===== src/rtl/lcd_seq_pkg.sv =====
package lcd_seq_pkg;

    localparam int NUM_COM = 4;
    localparam int SLOT_W  = 2;

    localparam logic [3:0] CKS_SUB_DIV1 = 4'hE;
    localparam logic [3:0] CKS_SUB_DIV2 = 4'hF;

    typedef enum logic [1:0] {
        LV_VSS = 2'd0,
        LV_V1  = 2'd1,
        LV_V2  = 2'd2,
        LV_V3  = 2'd3
    } lvl_e;

    typedef enum logic [1:0] {
        DUTY_STATIC  = 2'd0,
        DUTY_HALF    = 2'd1,
        DUTY_THIRD   = 2'd2,
        DUTY_QUARTER = 2'd3
    } duty_e;

    typedef enum logic [2:0] {
        PM_RESET    = 3'd0,
        PM_ACTIVE   = 3'd1,
        PM_SLEEP    = 3'd2,
        PM_WATCH    = 3'd3,
        PM_SUBACT   = 3'd4,
        PM_SUBSLEEP = 3'd5,
        PM_STANDBY  = 3'd6,
        PM_RSVD     = 3'd7
    } pmode_e;

    typedef struct packed {
        logic [SLOT_W-1:0] slot;
        logic              m;
    } scan_t;

    function automatic logic [2:0] duty_lines(duty_e d);
        return 3'(d) + 3'd1;
    endfunction

    function automatic logic is_sub_sel(logic [3:0] cks);
        return (cks == CKS_SUB_DIV1) || (cks == CKS_SUB_DIV2);
    endfunction

    function automatic lvl_e com_level(duty_e d, logic sel, logic m);
        lvl_e r;
        case (d)
            DUTY_STATIC: r = m ? LV_VSS : LV_V1;
            DUTY_HALF:   r = !sel ? LV_V2 : (m ? LV_VSS : LV_V1);
            default:     r = sel ? (m ? LV_VSS : LV_V1) : (m ? LV_V2 : LV_V3);
        endcase
        return r;
    endfunction

    function automatic lvl_e seg_level(duty_e d, logic on, logic m);
        lvl_e r;
        if (d == DUTY_STATIC || d == DUTY_HALF)
            r = (on == m) ? LV_V1 : LV_VSS;
        else
            r = on ? (m ? LV_V1 : LV_VSS) : (m ? LV_V3 : LV_V2);
        return r;
    endfunction

endpackage


===== src/rtl/lcd_prescaler.sv =====
module lcd_prescaler
    import lcd_seq_pkg::*;
#(
    parameter int PRE_W = 14
) (
    input  logic       clk,
    input  logic       rst,
    input  logic       clr,
    input  logic [3:0] cks,
    input  logic       main_tick,
    input  logic       sub_tick,
    output logic       step
);
    logic [PRE_W-1:0] cnt;
    logic [PRE_W-1:0] last;
    logic             tick;
    logic             sub_sel;

    assign sub_sel = is_sub_sel(cks);
    assign tick    = sub_sel ? sub_tick : main_tick;

    always_comb begin
        if (sub_sel)
            last = (cks == CKS_SUB_DIV2) ? PRE_W'(1) : '0;
        else
            last = (PRE_W'(1) << cks) - PRE_W'(1);
    end

    assign step = !clr && tick && (cnt >= last);

    always_ff @(posedge clk) begin
        if (rst || clr)
            cnt <= '0;
        else if (tick)
            cnt <= (cnt >= last) ? '0 : cnt + PRE_W'(1);
    end


    step_spacing_chk: assert property (@(posedge clk) disable iff (rst)
        (step && last != '0) |=> !step);


    pre_clear_chk: assert property (@(posedge clk) disable iff (rst)
        clr |=> cnt == '0);

endmodule


===== src/rtl/lcd_scan_ctr.sv =====
module lcd_scan_ctr
    import lcd_seq_pkg::*;
(
    input  logic  clk,
    input  logic  rst,
    input  logic  clr,
    input  logic  step,
    input  duty_e duty,
    output scan_t st
);
    logic wrap;

    assign wrap = ({1'b0, st.slot} >= (duty_lines(duty) - 3'd1));

    always_ff @(posedge clk) begin
        if (rst || clr) begin
            st <= '0;
        end else if (step) begin
            if (wrap) begin
                st.slot <= '0;
                st.m    <= !st.m;
            end else begin
                st.slot <= st.slot + SLOT_W'(1);
            end
        end
    end


    slot_advance_chk: assert property (@(posedge clk) disable iff (rst)
        (step && !clr && !wrap) |=> st.slot == $past(st.slot) + SLOT_W'(1));


    m_flip_chk: assert property (@(posedge clk) disable iff (rst)
        !$stable(st.m) |-> ($past(step && wrap) || $past(clr)));

endmodule


===== src/rtl/lcd_level_map.sv =====
module lcd_level_map
    import lcd_seq_pkg::*;
#(
    parameter int NUM_SEG = 8
) (
    input  logic                       clk,
    input  logic                       rst,
    input  logic                       run,
    input  duty_e                      duty,
    input  scan_t                      st,
    input  logic [NUM_SEG*NUM_COM-1:0] seg_data,
    output logic [NUM_COM*2-1:0]       com_lvl,
    output logic [NUM_SEG*2-1:0]       seg_lvl
);
    for (genvar c = 0; c < NUM_COM; c++) begin : g_com
        logic in_use;
        logic sel;
        lvl_e lv;
        assign in_use = (3'(c) < duty_lines(duty));
        assign sel    = (st.slot == SLOT_W'(c));
        assign lv     = (run && in_use) ? com_level(duty, sel, st.m) : LV_VSS;
        assign com_lvl[2*c +: 2] = lv;


        half_idle_chk: assert property (@(posedge clk) disable iff (rst)
            (run && duty == DUTY_HALF && in_use && !sel) |-> com_lvl[2*c +: 2] == LV_V2);
    end

    for (genvar s = 0; s < NUM_SEG; s++) begin : g_seg
        logic [NUM_COM-1:0] row;
        lvl_e lv;
        assign row = seg_data[s*NUM_COM +: NUM_COM];
        assign lv  = run ? seg_level(duty, row[st.slot], st.m) : LV_VSS;
        assign seg_lvl[2*s +: 2] = lv;
    end

endmodule


===== src/rtl/lcd_level_seq.sv =====
module lcd_level_seq
    import lcd_seq_pkg::*;
#(
    parameter int NUM_SEG = 8,
    parameter int PRE_W   = 14
) (
    input  logic                       clk,
    input  logic                       rst,
    input  logic [1:0]                 duty_sel,
    input  logic                       act,
    input  logic [3:0]                 cks,
    input  logic [2:0]                 pwr_mode,
    input  logic                       psw,
    input  logic                       main_tick,
    input  logic                       sub_tick,
    input  logic [NUM_SEG*NUM_COM-1:0] seg_data,
    output logic [NUM_COM*2-1:0]       com_lvl,
    output logic [NUM_SEG*2-1:0]       seg_lvl,
    output logic                       m_out,
    output logic                       div_en
);
    pmode_e pm;
    duty_e  duty;
    logic   clk_ok;
    logic   run;
    logic   step;
    scan_t  st;

    assign pm   = pmode_e'(pwr_mode);
    assign duty = duty_e'(duty_sel);

    always_comb begin
        case (pm)
            PM_ACTIVE, PM_SLEEP:               clk_ok = 1'b1;
            PM_WATCH, PM_SUBACT, PM_SUBSLEEP:  clk_ok = is_sub_sel(cks);
            default:                           clk_ok = 1'b0;
        endcase
    end

    assign run    = act && clk_ok;
    assign div_en = psw && (pm != PM_RESET) && (pm != PM_STANDBY) && (pm != PM_RSVD);
    assign m_out  = run && st.m;

    lcd_prescaler #(.PRE_W(PRE_W)) pre_i (
        .clk       (clk),
        .rst       (rst),
        .clr       (!run),
        .cks       (cks),
        .main_tick (main_tick),
        .sub_tick  (sub_tick),
        .step      (step)
    );

    lcd_scan_ctr scan_i (
        .clk  (clk),
        .rst  (rst),
        .clr  (!run),
        .step (step),
        .duty (duty),
        .st   (st)
    );

    lcd_level_map #(.NUM_SEG(NUM_SEG)) map_i (
        .clk      (clk),
        .rst      (rst),
        .run      (run),
        .duty     (duty),
        .st       (st),
        .seg_data (seg_data),
        .com_lvl  (com_lvl),
        .seg_lvl  (seg_lvl)
    );


    div_off_chk: assert property (@(posedge clk) disable iff (rst)
        (pm == PM_RESET || pm == PM_STANDBY) |-> !div_en);


    stop_clear_chk: assert property (@(posedge clk) disable iff (rst)
        !run |=> (st.slot == '0 && !st.m));


    sub_only_chk: assert property (@(posedge clk) disable iff (rst)
        ((pm == PM_WATCH || pm == PM_SUBACT || pm == PM_SUBSLEEP) && !is_sub_sel(cks))
        |-> (com_lvl == '0 && seg_lvl == '0 && !m_out));


    act_off_chk: assert property (@(posedge clk) disable iff (rst)
        !act |-> (com_lvl == '0 && seg_lvl == '0));

endmodule


===== config.mk =====
export PLATFORM = sky130hd
export DESIGN_NAME = lcd_level_seq
export DESIGN_NICKNAME = d
export VERILOG_FILES = /design/src/rtl/lcd_seq_pkg.sv /design/src/rtl/lcd_prescaler.sv /design/src/rtl/lcd_scan_ctr.sv /design/src/rtl/lcd_level_map.sv /design/src/rtl/lcd_level_seq.sv
export SDC_FILE = /design/constraint.sdc
export NUM_CORES = 1
export LEC_CHECK = 0
export ABC_AREA = 1
export BUFFER_PORTS_ARGS = -buffer_cell sky130_fd_sc_hd__buf_2
export CAP_MARGIN = 20
export CORE_ASPECT_RATIO = 0.6
export CORE_MARGIN = 3
export CORE_UTILIZATION = 53
export DETAILED_ROUTE_END_ITERATION = 7
export GPL_ROUTABILITY_DRIVEN = 0
export GPL_TIMING_DRIVEN = 0
export PLACE_DENSITY_LB_ADDON = 0.05
export SYNTH_ARGS = -nofsm -noshare
export SYNTH_HDL_FRONTEND = slang
export SYNTH_SLANG_ARGS = --single-unit

===== constraint.sdc =====
create_clock -name clk -period 4 [get_ports clk]
set_clock_uncertainty 0.15 [all_clocks]
set_input_delay 1.2 -clock clk [delete_from_list [all_inputs] [get_ports clk]]
set_output_delay 1.2 -clock clk [all_outputs]
set_load 0.02 [all_outputs]

==> results of run 1 <==
[worst max-delay path: stages]
cell and delay (ps):
buf_2 110, or2_2 310, nand3_1 90, nand2_2 70
nand2_4 120, buf_6 180, inv_6 50, nand2_4 120
nor2_1 50, buf_2 170
[registers in the layout, summed over array words and instances (netlist names)]
| signal | cells |
|---|---|
| scan_i.st | 3 |
| pre_i.cnt | 14 |
[area by class of cell]
type,instances,share of cell area
plain buffers,11,0.02495
clock buffers,4,0.01522
inverters,55,0.07400
multi-input cells,296,0.6123
flip-flops and latches,17,0.1150
well taps,60,0.02537
repair buffers,75,0.1332
[cells by family after synthesis]
kind of cell	after synthesis	synth area share
simple gates	205	0.4391
buf+inv	66	0.1192
flops	17	0.1429
other cells	1	0.001574
fa+ha+maj	26	0.1366
compound gates	56	0.1313
xor+xnor	8	0.02941
[per-layer routing]
layer	track usage	wire, um	share of wire	vias up
met1	0.3780	3210	0.51	1152
met4	0.02114	11	0.0018	0
li1	-	-	-	1399
met3	0.04150	534	0.085	2
met2	0.3361	2519	0.40	90
met5	0	0	0	-
[path summary, 6_finish.rpt]
check,startpoint,end,slack (ps),cells past startpoint
max,pwr_mode[1],com_lvl[4],170,10
max reg2reg,scan_i.st[1],scan_i.st[0],1830,9
min,pre_i.cnt[0],pre_i.cnt[0],360,2
min reg2reg,pre_i.cnt[0],pre_i.cnt[0],360,2
[timing repair]
item,4_1_cts,5_1_grt
endpoints found under the hold margin,0,0
resized for setup,6,15
pin swaps,1,5
setup endpoints to repair,18,22
buffers inserted,0,5
[report_power, final]
group          internal (W)  switching, W
Clock             0.0000707     0.0000568
Combinational     0.0000691      0.000105
Sequential         0.000170   0.000000470
[cell usage in the layout (no fill, tap or decap), types with 3 or more instances in the layout]
master,instances
xor2_1,6
nor2_1,37
nand2_4,7
nor2_8,3
nand3_2,3
clkbuf_1,6
inv_1,47
inv_2,4
nor2_4,5
nand2_1,80
nand2_2,4
o21ai_0,18
or2_2,3
nor3_1,23
nand3_1,22
clkbuf_8,3
a21oi_1,27
buf_2,71
ha_1,24
buf_4,6
nor2_2,5
nand4_1,5
buf_6,3
dfxtp_1,17
[per-stage QoR]
step	utilization	setup WS, ps	hold WS [ps]
6_report	0.7026	168.6	355.8
3_5_place_dp	0.6667	-359.8	344.8
5_1_grt	0.7026	-33.68	382.7
4_1_cts	0.6824	50.30	356.5
3_3_place_gp	0.6667	-340.0	333.4
2_1_floorplan	-	90.62	313.0
==> impl_metrics.tcl, run 1 <==
set metrics [dict create \
    die_w_um 92.56 \
    slew_headroom 0.6573 \
    post-route-period-util 0.9579 \
    finalMaxSlewViolations 0 \
    fin_cells 518 \
    yosysTopAreaCell "dfxtp_1" \
    yosys_most_used_dff "dfxtp_1" \
    fin_setup_tns_ps 0 \
    synth_edf_count 0 \
    ios 73 \
    tightest_slew_ps 514.0 \
    grt_max_degree 13 \
    htreeDepth 1 \
    grt_pass1_vias 2218 \
    syn_inst 379 \
    fillerInstances 375 \
    fin_nets 532 \
    ys_warn_count 0 \
    dieArea_um2 5362 \
    totalWireLength_um 6276 \
    cts_tree "done" \
    fin_total_pwr_w 0.0004721 \
    clockBufferDepth 2 \
    diodes 0 \
    worst_setup_path_start_kind "input pin" \
    yosysSeqAreaShare 0.1429 \
    cts_root_buffer "clkbuf_8" \
    clkSlewWorstSetupHoldPaths_ps 70 \
    synth_area_leaders "dfxtp_1, ha_1, nand2_1, inv_1, nor2_1" \
    endpoint_kind "primary output" \
    outcome "finished, final reports clean" \
    maxCapViolCount 0 \
    setup_violations 0 \
    mappedNetlistNets 452 \
    synth_most_common_cell "nand2_1" \
    timing.fmax_mhz 261.0 \
    numCtsBuffers 3 \
    worstSkewPairLatency_ps 250 \
    fin_crit_ps 3831 \
    power_density_nw_per_um2 159.5 \
    row_count 18 \
    die_y_um 57.93 \
    avgSynthCellArea_um2 6.286 \
    routed_via_density 5.102 \
    dr.pass1.iters 4 \
    peakVddDrop_uv 200.9 \
    post_dp_cell_area_um2 2808 \
    critPathArrivalTime_ps 2480 \
    port_buffers 70 \
    multi_input_area_um2 1812 \
    cp_max_fo 10 \
    ys_ff_latch 17 \
    syn2layout_area_growth_pct 24.21 \
    fin_area_um2 2959 \
    path_class "input pin to primary output" \
    yosys-top-cells-count "nand2_1, inv_1, nor2_1" \
    hold_violations 0 \
    wl_per_cell_um 12.12 \
    core_um2 4212 \
    drcViolationCount 0 \
    ff_latch_area_um2 340.3 \
    ant_nets 0 \
    grt_pass1_wl_um 10380 \
    dr.first_iter.drc_count 175 \
    cp.required_ps 2650 \
    synth_top_area_frac 0.1429 \
    hpwlAfterDp_um 5108 \
    track_usage 0.2358 \
    p_leak_nw 1.570 \
    synthesis.area_um2 2382 \
    antenna_found_initial 0 \
    min_path_type "flop to flop" \
    cts_sinks 17 \
    overflow 0 \
    vias 2643 \
    async_flop_share 0 \
    place_inst 509 \
    initial_core_util 0.5657 \
    synthDistinctLibCells 42 \
    hold_buffers 0 \
    drive_above_1_share 0.2882 \
]
(Power assumes the default switching activity.)
==> inputs of run 2 (changes only) <==
--- a/config.mk
+++ b/config.mk
@@ -9,7 +9,7 @@
 export BUFFER_PORTS_ARGS = -buffer_cell sky130_fd_sc_hd__buf_2
 export CAP_MARGIN = 20
 export CORE_ASPECT_RATIO = 0.6
-export CORE_MARGIN = 3
+export CORE_MARGIN = 1.5
 export CORE_UTILIZATION = 53
 export DETAILED_ROUTE_END_ITERATION = 7
 export GPL_ROUTABILITY_DRIVEN = 0
==> run 2 against run 1 <==
  * Register-to-register slack lost 80 ps
  * Core utilization shrank 0.48 points
  * Clock power barely moved
  * Global-route usage up 2.7 points
  * Highest routed layer unchanged
  * Sequential share of layout area is 0.078 points higher
  * Non-clock buffer count rose by 1
  * Die area fell by 8.3%
  * Combinational power hardly changed
  * Critical path depth is 1 higher
  * Fmax down 0.96%
  * Largest power group unchanged
  * Critical path type unchanged
==> impl_metrics.tcl, run 2 (same netlist as run 1, synthesis figures left out) <==
set metrics [dict create \
    outcome "finished, final reports clean" \
    totalWireLength_um 6522 \
    diodes 0 \
    fillerInstances 399 \
    die_w_um 89.56 \
    most-common-layout-cells "nand2_1, buf_2, inv_1" \
    grt_pass1_wl_um 9818 \
    cp.required_ps 2650 \
    clkSlewWorstSetupHoldPaths_ps 60 \
    initial_core_util 0.5657 \
    cts_sinks 17 \
    row_count 18 \
    setup_violations 0 \
    worst_setup_path_start_kind "input pin" \
    drive_above_1_share 0.2810 \
    hpwlAfterDp_um 5231 \
    path_class "input pin to primary output" \
    dr.first_iter.drc_count 166 \
    wl_per_cell_um 12.57 \
    overflow 0 \
    hold_violations 0 \
    finalMaxSlewViolations 0 \
    drcViolationCount 0 \
    p_leak_nw 1.571 \
    vias 2653 \
    antenna_found_initial 0 \
    die_y_um 54.93 \
    track_usage 0.2626 \
    place_inst 509 \
    min_path_type "flop to flop" \
    htreeDepth 1 \
    peakVddDrop_uv 261.0 \
    fin_setup_tns_ps 0 \
    tightest_slew_ps 522.7 \
    slowest_delay_ps 200 \
    dr.pass1.iters 5 \
    slew_headroom 0.6516 \
    clockBufferDepth 2 \
    fin_cells 519 \
    endpoint_kind "primary output" \
    maxCapViolCount 0 \
    post_dp_cell_area_um2 2808 \
    core_um2 4212 \
    timing.fmax_mhz 258.5 \
    port_buffers 70 \
    cts_tree "done" \
    syn2layout_area_growth_pct 23.37 \
    regMostFlops "pre_i.cnt" \
    ff_latch_area_um2 340.3 \
    cp_max_fo 10 \
    cts_root_buffer "clkbuf_8" \
    numCtsBuffers 3 \
    fin_total_pwr_w 0.0004704 \
    critPathArrivalTime_ps 2520 \
    largest_reg_flops 14 \
    crit_slowest_cell "buf_2" \
    worstSkewPairLatency_ps 260 \
    final_common_cell "nand2_1" \
    ant_nets 0 \
    fin_nets 533 \
    grt_max_degree 13 \
    grt_pass1_vias 2191 \
    fin_area_um2 2939 \
    top_regs "pre_i.cnt (14), scan_i.st (3)" \
    fin_crit_ps 3869 \
    routed_via_density 5.112 \
    crit_path_frequent_cell "nand2_2" \
    multi_input_area_um2 1792 \
    power_density_nw_per_um2 160.1 \
    dieArea_um2 4919 \
    post-route-period-util 0.9671 \
    crit_path_cell_trace "clkbuf_4 -> inv_4 -> nor2_8 -> nand3_2 -> nand2_2 -> nand2_4 -> buf_6 -> inv_6 -> nand2_2 -> nor3_1 -> buf_2" \
    ios 73 \
]
run 2: cell types whose count changed in the layout (fill, tap and decap cells not counted):
cell      delta
ha_2         -1
nor2_2       -2
clkbuf_4     +1
buf_8        -1
nand3_1      +1
ha_1         +1
nor2_1       +2
buf_4        +1
nand3_4      -1
run 2: stage by stage:
stage / utilization / setup slack [ps] / hold WS [ps]
6_report: 0.6979 / 131.5 / 368.3
5_1_grt: 0.6979 / -31.33 / 395.4
4_1_cts: 0.6818 / 18.59 / 369.4
3_5_place_dp: 0.6667 / -383.7 / 359.6
3_3_place_gp: 0.6667 / -279.4 / 343.5
2_1_floorplan: - / 90.62 / 313.0
run 2: what timing repair did:
item	CTS	global route
hold buffers	0	0
setup endpoints to repair	19	25
resized for setup	5	8
pin swaps	1	4
setup buffers	0	6
run 2: path summary, 6_finish.rpt:
kind,from,end,slack [ps],depth (start not counted)
setup reg to reg,scan_i.st[1],scan_i.st[0],1750,9
setup / recovery,cks[1],com_lvl[7],130,11
hold / removal,pre_i.cnt[0],pre_i.cnt[0],370,2
hold reg to reg,pre_i.cnt[0],pre_i.cnt[0],370,2
run 2: critical path: cells and delay by family:
kind,cells,cell delay [ps]
buffers and inverters,5,710
AND/OR/NAND/NOR,6,610
run 2: where the power goes:
group | total (W) | internal (W) | switching [W]
sequential | 0.000170 | 0.000170 | 0.000000596
combinational | 0.000171 | 0.0000670 | 0.000104
clock | 0.000129 | 0.0000708 | 0.0000586
total | 0.000470 | 0.000308 | 0.000163
run 2: cell type report:
class	count	share of cell area
Multi-Input combinational cell	296	0.6096
Clock buffer	4	0.01533
Inverter	55	0.07450
Timing Repair Buffer	76	0.1354
Tap cell	60	0.02554
Sequential cell	17	0.1158
Buffer	11	0.02384
run 2: layer usage:
layer,vias to the layer above,global-route usage,wire length [um],part of all wire
li1,1397,-,-,-
met1,1155,0.4079,3349,0.51
met2,97,0.3843,2693,0.41
met3,4,0.03116,444,0.068
met4,0,0.05641,34,0.0052
met5,-,0,0,0
